## src/rtl/bcd_adj_pkg.sv

```systemverilog
package bcd_adj_pkg;

    localparam int DATA_W    = 8;
    localparam int NIB_W     = 4;
    localparam int NIBS      = DATA_W / NIB_W;
    localparam int DIGIT_MAX = 9;
    localparam int FIX_STEP  = 6;

    typedef struct packed {
        logic [DATA_W-1:0] acc;
        logic              cy;
        logic              ov;
    } adj_res_t;

endpackage

```

## src/rtl/bcd_nib_stage.sv

```systemverilog
module bcd_nib_stage
    import bcd_adj_pkg::*;
#(
    parameter int POS = 0
) (
    input  logic [DATA_W-1:0] val_i,
    input  logic              force_i,
    output logic [DATA_W-1:0] val_o,
    output logic              carry_o
);

    localparam logic [DATA_W:0] ADDEND = (DATA_W+1)'(FIX_STEP) << (POS * NIB_W);

    logic [NIB_W-1:0] digit;
    logic             need_fix;
    logic [DATA_W:0]  wide_sum;

    always_comb begin
        digit    = val_i[POS*NIB_W +: NIB_W];
        need_fix = force_i || (digit > NIB_W'(DIGIT_MAX));
        wide_sum = {1'b0, val_i} + (need_fix ? ADDEND : '0);
        val_o    = wide_sum[DATA_W-1:0];
        carry_o  = wide_sum[DATA_W];
    end

endmodule

```

## src/rtl/bcd_dec_adjust.sv

```systemverilog
module bcd_dec_adjust
    import bcd_adj_pkg::*;
(
    input  logic              clk,
    input  logic              rst_n,
    input  logic [DATA_W-1:0] acc_in,
    input  logic              cy_in,
    input  logic              ac_in,
    input  logic              ov_in,
    output logic [DATA_W-1:0] acc_out,
    output logic              cy_out,
    output logic              ov_out
);

    // chain of values between stages, low digit first
    logic [DATA_W-1:0] val_chain [NIBS+1];
    logic [NIBS:0]     cy_chain;
    logic [NIBS-1:0]   stage_carry;
    logic [NIBS-1:0]   stage_force;

    assign val_chain[0] = acc_in;
    assign cy_chain[0]  = cy_in;

    for (genvar k = 0; k < NIBS; k++) begin : g_stage
        // low digit is forced by the half-carry, upper by the running carry
        if (k == 0) begin : g_low
            assign stage_force[k] = ac_in;
        end else begin : g_high
            assign stage_force[k] = cy_chain[k];
        end

        bcd_nib_stage #(.POS(k)) u_stage (
            .val_i   (val_chain[k]),
            .force_i (stage_force[k]),
            .val_o   (val_chain[k+1]),
            .carry_o (stage_carry[k])
        );

        // carry is sticky: only ever ORed in
        assign cy_chain[k+1] = cy_chain[k] | stage_carry[k];
    end

    adj_res_t res_d, res_q;

    always_comb begin
        res_d.acc = val_chain[NIBS];
        res_d.cy  = cy_chain[NIBS];
        res_d.ov  = ov_in;
    end

    always_ff @(posedge clk or negedge rst_n) begin
        if (!rst_n) begin
            res_q <= '0;
        end else begin
            res_q <= res_d;
        end
    end

    assign acc_out = res_q.acc;
    assign cy_out  = res_q.cy;
    assign ov_out  = res_q.ov;

endmodule

```

## config.mk

```make
export PLATFORM = sky130hd
export DESIGN_NAME = bcd_dec_adjust
export DESIGN_NICKNAME = d
export VERILOG_FILES = /design/src/rtl/bcd_adj_pkg.sv /design/src/rtl/bcd_nib_stage.sv /design/src/rtl/bcd_dec_adjust.sv
export SDC_FILE = /design/constraint.sdc
export NUM_CORES = 1
export LEC_CHECK = 0
export BUFFER_PORTS_ARGS = -buffer_cell sky130_fd_sc_hd__buf_2
export CAP_MARGIN = 20
export CORE_AREA = 2 2 39 41
export CTS_CLUSTER_DIAMETER = 40
export DETAILED_ROUTE_END_ITERATION = 7
export DIE_AREA = 0 0 41 43
export GPL_TIMING_DRIVEN = 0
export PLACE_DENSITY_LB_ADDON = 0.1
export SYNTH_ARGS = -nofsm -noshare
export SYNTH_HDL_FRONTEND = slang
export SYNTH_HIERARCHICAL = 1
export SYNTH_SLANG_ARGS = --single-unit
```

## constraint.sdc

```tcl
create_clock -name clk -period 0.8 [get_ports clk]
set_input_delay 0.04 -clock clk [delete_from_list [all_inputs] [get_ports clk]]
set_output_delay 0.04 -clock clk [all_outputs]
set_load 0.02 [all_outputs]
```

* Word level (Yosys, flattened, before mapping)
Index checks and enable logic that the tools add are counted.
** Storage, ports and cells
- Register bits :: 10
- Input port bits :: 13
- Word-level logic and storage cells :: 13
** Cells by class
- Order comparisons :: 2
- Bitwise gates (word level) :: 2
- Reduce and logical (&&, ||, !) cells :: 2
- Muxes and demuxes :: 2
- Add/subtract/negate cells :: 2
** Operator list (count)
- $add A8 B9 Y9 :: 2
- $gt A4 B4 Y1 const B :: 2
- $mux W7 :: 1
- $mux W3 :: 1
- $logic_or A1 B1 Y1 :: 2
- $or A1 B1 Y1 :: 2

* Longest topological paths before layout
- Depth after elaboration :: 9
- Depth in mapped cells :: 13

* By module
The synthesis kept the hierarchy.
** Modules (own cells, without submodules)
- bcd_dec_adjust :: area an instance 262.8 um2, cells an instance 12, sequential area each 250.2 um2, times used 1
- bcd_nib_stage (g_stage[0].u_stage) :: area an instance 156.4 um2, cells an instance 19, sequential area each 0.0 um2, times used 1
- bcd_nib_stage (g_stage[1].u_stage) :: area an instance 113.9 um2, cells an instance 13, sequential area each 0.0 um2, times used 1

* Worst setup path after synthesis
OpenSTA, ideal clock, no wires.
- Path type :: input to register
- Start point :: input port acc_in[2]
- End point :: register res_q (netlist bit cy_out)
- Required time :: 0.668 ns
- Path buffers :: 0
- Path slack :: -1.512 ns
- Cell stages on the path :: 13
- Data arrival time :: 2.181 ns
- Cells stage by stage :: o21ai_0 > nand2b_1 > ha_1 > fa_1 > nand2_1 > nor2_2 > xor2_1 > o21ai_0 > nand2b_1 > ha_1 > a21oi_1 > nor2b_1 > or3_1
** RTL lines
- start, declared :: RTL line bcd_dec_adjust.sv:6 : input logic [DATA_W-1:0] acc_in,
- end signal, assigned :: RTL line bcd_dec_adjust.sv:55 : res_q <= res_d;
- end, declared :: RTL line bcd_dec_adjust.sv:43 : adj_res_t res_d, res_q;

* Worst setup path after layout
- Start point :: input port acc_in[2]
- End point :: register res_q (netlist bit cy_out)
** Between the ends
- Cells in the longest elaborated chain, start to end :: 9
- Elaborated cells on any way between the ends :: 10
** RTL lines
- $gt A4 B4 Y1 :: RTL line bcd_nib_stage.sv:20 : need_fix = force_i || (digit > NIB_W'(DIGIT_MAX));
- $logic_or A1 B1 Y1 :: RTL line bcd_nib_stage.sv:20
- $mux W3 :: RTL line bcd_nib_stage.sv:21 : wide_sum = {1'b0, val_i} + (need_fix ? ADDEND : '0);
- $add A8 B9 Y9 (*) :: RTL line bcd_nib_stage.sv:21
- net stage_carry[0] :: RTL line bcd_dec_adjust.sv:18 : logic [NIBS-1:0] stage_carry;
- $or A1 B1 Y1 (*) :: RTL line bcd_dec_adjust.sv:40 : assign cy_chain[k+1] = cy_chain[k] | stage_carry[k];
- net cy_chain[1] :: RTL line bcd_dec_adjust.sv:17 : logic [NIBS:0] cy_chain;
- $logic_or A1 B1 Y1 (*) :: RTL line bcd_nib_stage.sv:20
- $mux W7 (*) :: RTL line bcd_nib_stage.sv:21
- $add A8 B9 Y9 (*) :: RTL line bcd_nib_stage.sv:21
- net stage_carry[1] :: RTL line bcd_dec_adjust.sv:18
- $or A1 B1 Y1 (*) :: RTL line bcd_dec_adjust.sv:40
- net cy_chain[2] :: RTL line bcd_dec_adjust.sv:17
Mark *: on every way through the listed nets, which the timed path passes. The rest lies on a longest branch.

==> flow_summary.ini <==
[finish]
syn_to_final_growth_pct = 74.9
stdcell_area_um2 = 932
regArea_um2 = 250
multi_input_area_um2 = 344
drive_gt1_share_pct = 69.3
fillers = 113
diodes = 0
fin_util_pct = 67.4
final_nets = 95
stdcell_count = 91

[power_and_ir_drop]
power_mw = 1.63
p_leak_nw = 0.423
peakVddDrop_mv = 0.603
power_density_nw_per_um2 = 1750

[place]
dp_hpwl_um = 669
portBuffers = 21
gp_congestion = 0.738
dp.cells = 81
dpl_cell_area_um2 = 693

[route]
avgRoutedWirePerCell_um = 9.74
ant_nets = 0
drc = 0
vias = 391
wl_um = 886
viasPerCell = 4.30
drtIter0Drc = 3
dr.pass1.iters = 2

[worst_setup_path]
cp_max_fo = 3
cp-end-kind = flop
critPathLaunchType = input port
crit_arrival_ps = 2140
worst_ep_required_time_ps = 930
critical_path_class = input port to flop

[floorplan]
core_area_um2 = 1380
std_cell_rows = 14
die_w_um = 41
die-area_um2 = 1760
initial_core_util_pct = 38.5
pin_count = 23
fp.dieH_um = 43

[sta]
final_hold_viol_count = 1
tightest_slew_ps = 330
fin_crit_ps = 2010
finalMaxSlewViolations = 0
setup_slack_ps = -1210
post-route-period-util_pct = 252
whs_ps = -9.75
fin_setup_tns_ps = -4840
slew_headroom_pct = 78.0
rsz0062_at_grt = true
setup_viol = 8
max_freq_ghz = 0.497

[global_route]
grtUsageMet3_pct = 1.57
grt_pass1_wl_mm = 1.52
use_met1_pct = 15.7
grt_overflow = 0
use_met2_pct = 20.0
top_usage_layer = met2
grt_max_degree = 11
antenna_found_initial = 0
grt_usage_pct = 12.5
grt_pass1_vias = 385

[logic_synthesis]
seq_area_frac_synth_pct = 46.9
synthCells = 44
synth_nets = 63
yosys_warnings = 6
synth-seq-cells = 10
netlist_area_um2 = 533
syn_avg_cell_area_um2 = 12.1
yosysUniqueCellTypes = 17

[clock_tree]
clkTransAtPathRegs_ps = 60
cts_tree = built
htree_num_levels = 1
numCtsBuffers = 3
clockRootBuffer = clkbuf_4
clockBufferDepth = 2
cts.sinks = 10

[run]
cap_viol_max_count = 0

[hold_path]
holdCritPathClass = input port to flop

[status]
status = finished, violations left
violations = hold timing, setup timing
## final timing paths
check | to | slack [ps] | cells after the start | start
min in group asynchronous | ov_out | 160 | 2 | rst_n
min | cy_out | -10 | 2 | cy_in
max | cy_out | -1210 | 13 | acc_in[2]
max in group asynchronous | acc_out[6] | 460 | 2 | rst_n
## layout by cell type, fill, tap and decap left out, drive strengths merged
master,instances
nand2b,2
xnor2,1
dlygate4sd3,3
fa,2
and3,1
nand3,2
or2,1
nor2,2
nor2b,2
or3,1
dfrtp,10
xor2,5
nand2,1
clkbuf,4
o21ai,2
buf,30
a21oi,2
ha,4
## flip-flops by register name, indices dropped and copies added (netlist names)
register,count
ov_out,1
cy_out,1
acc_out,8
## repair_timing
action | CTS | global route
endpoints found under the setup margin | 17 | 17
gates resized for setup | 33 | 2
pin swaps | 16 | 5
cloned | 0 | 0
endpoints found under the hold margin | 13 | 0
buffers inserted | 5 | 0
hold buffers | 3 | 0
## logic make-up (layout without fill, tap and decap cells)
| logic type | after synthesis | after routing | share of synthesized area (%) |
|---|---|---|---|
| AO/OA/AOI/OAI | 4 | 4 | 3.76 |
| XOR/XNOR | 6 | 6 | 9.86 |
| adder cells (fa/ha/maj) | 6 | 6 | 16.9 |
| buffers and inverters | 6 | 37 | 8.45 |
| flip-flops | 10 | 10 | 46.9 |
| AND/OR/NAND/NOR | 12 | 12 | 14.1 |
## where the power goes
group / internal (mW) / leakage (nW) / total [mW] / switching [mW]
sequential: 0.578 / 0.116 / 0.610 / 0.0315
clock: 0.275 / 0.0210 / 0.430 / 0.154
combinational: 0.324 / 0.286 / 0.593 / 0.268
## routing by layer
metal | part of all wire [%] | vias up
li1 | - | 200
met1 | 42 | 172
met2 | 49 | 19
met3 | 9.1 | 0
met4 | 0 | 0
met5 | 0 | -
## worst max-delay path, cell delays in order
cell and delay, ps:
buf_8 100, o21ai_2 120, nand2b_1 100, ha_1 300, a21oi_2 180, nor2_2 80, and3_4 140, or2_1 220
nand2b_4 170, ha_4 220, a21oi_2 120, nor2b_1 50, or3_1 300
## cell usage after synthesis
| cell type | n | share of area [%] |
|---|---|---|
| fa_1 | 2 | 7.5 |
| nand2b_1 | 2 | 2.3 |
| or2_1 | 1 | 1.2 |
| or3_1 | 1 | 1.2 |
| nand3_2 | 1 | 1.9 |
| nand3_1 | 1 | 0.94 |
| nor2_2 | 2 | 2.3 |
| buf_4 | 6 | 8.5 |
| nor2b_1 | 2 | 2.3 |
| and3_1 | 1 | 1.2 |
| a21oi_1 | 2 | 1.9 |
| xor2_1 | 5 | 8.2 |
| xnor2_1 | 1 | 1.6 |
| o21ai_0 | 2 | 1.9 |
| ha_1 | 4 | 9.4 |
| dfrtp_1 | 10 | 47 |
| nand2_1 | 1 | 0.70 |
## per-stage QoR
stage / setup slack [ps] / hold slack, ps
5_1_grt: -1320 / 8.06
4_1_cts: -1220 / -19.9
3_5_place_dp: -1740 / -96.2
6_report: -1210 / -9.75
3_3_place_gp: -1750 / -97.5
2_1_floorplan: -1410 / -256
## cell type report
type	instances	area share, %
well taps	16	2.15
flip-flops and latches	10	26.8
multi-input cells	28	36.9
clock buffers	4	3.89
plain buffers	4	3.22
repair buffers	29	27.0
Power figures use the tool's default switching activity.
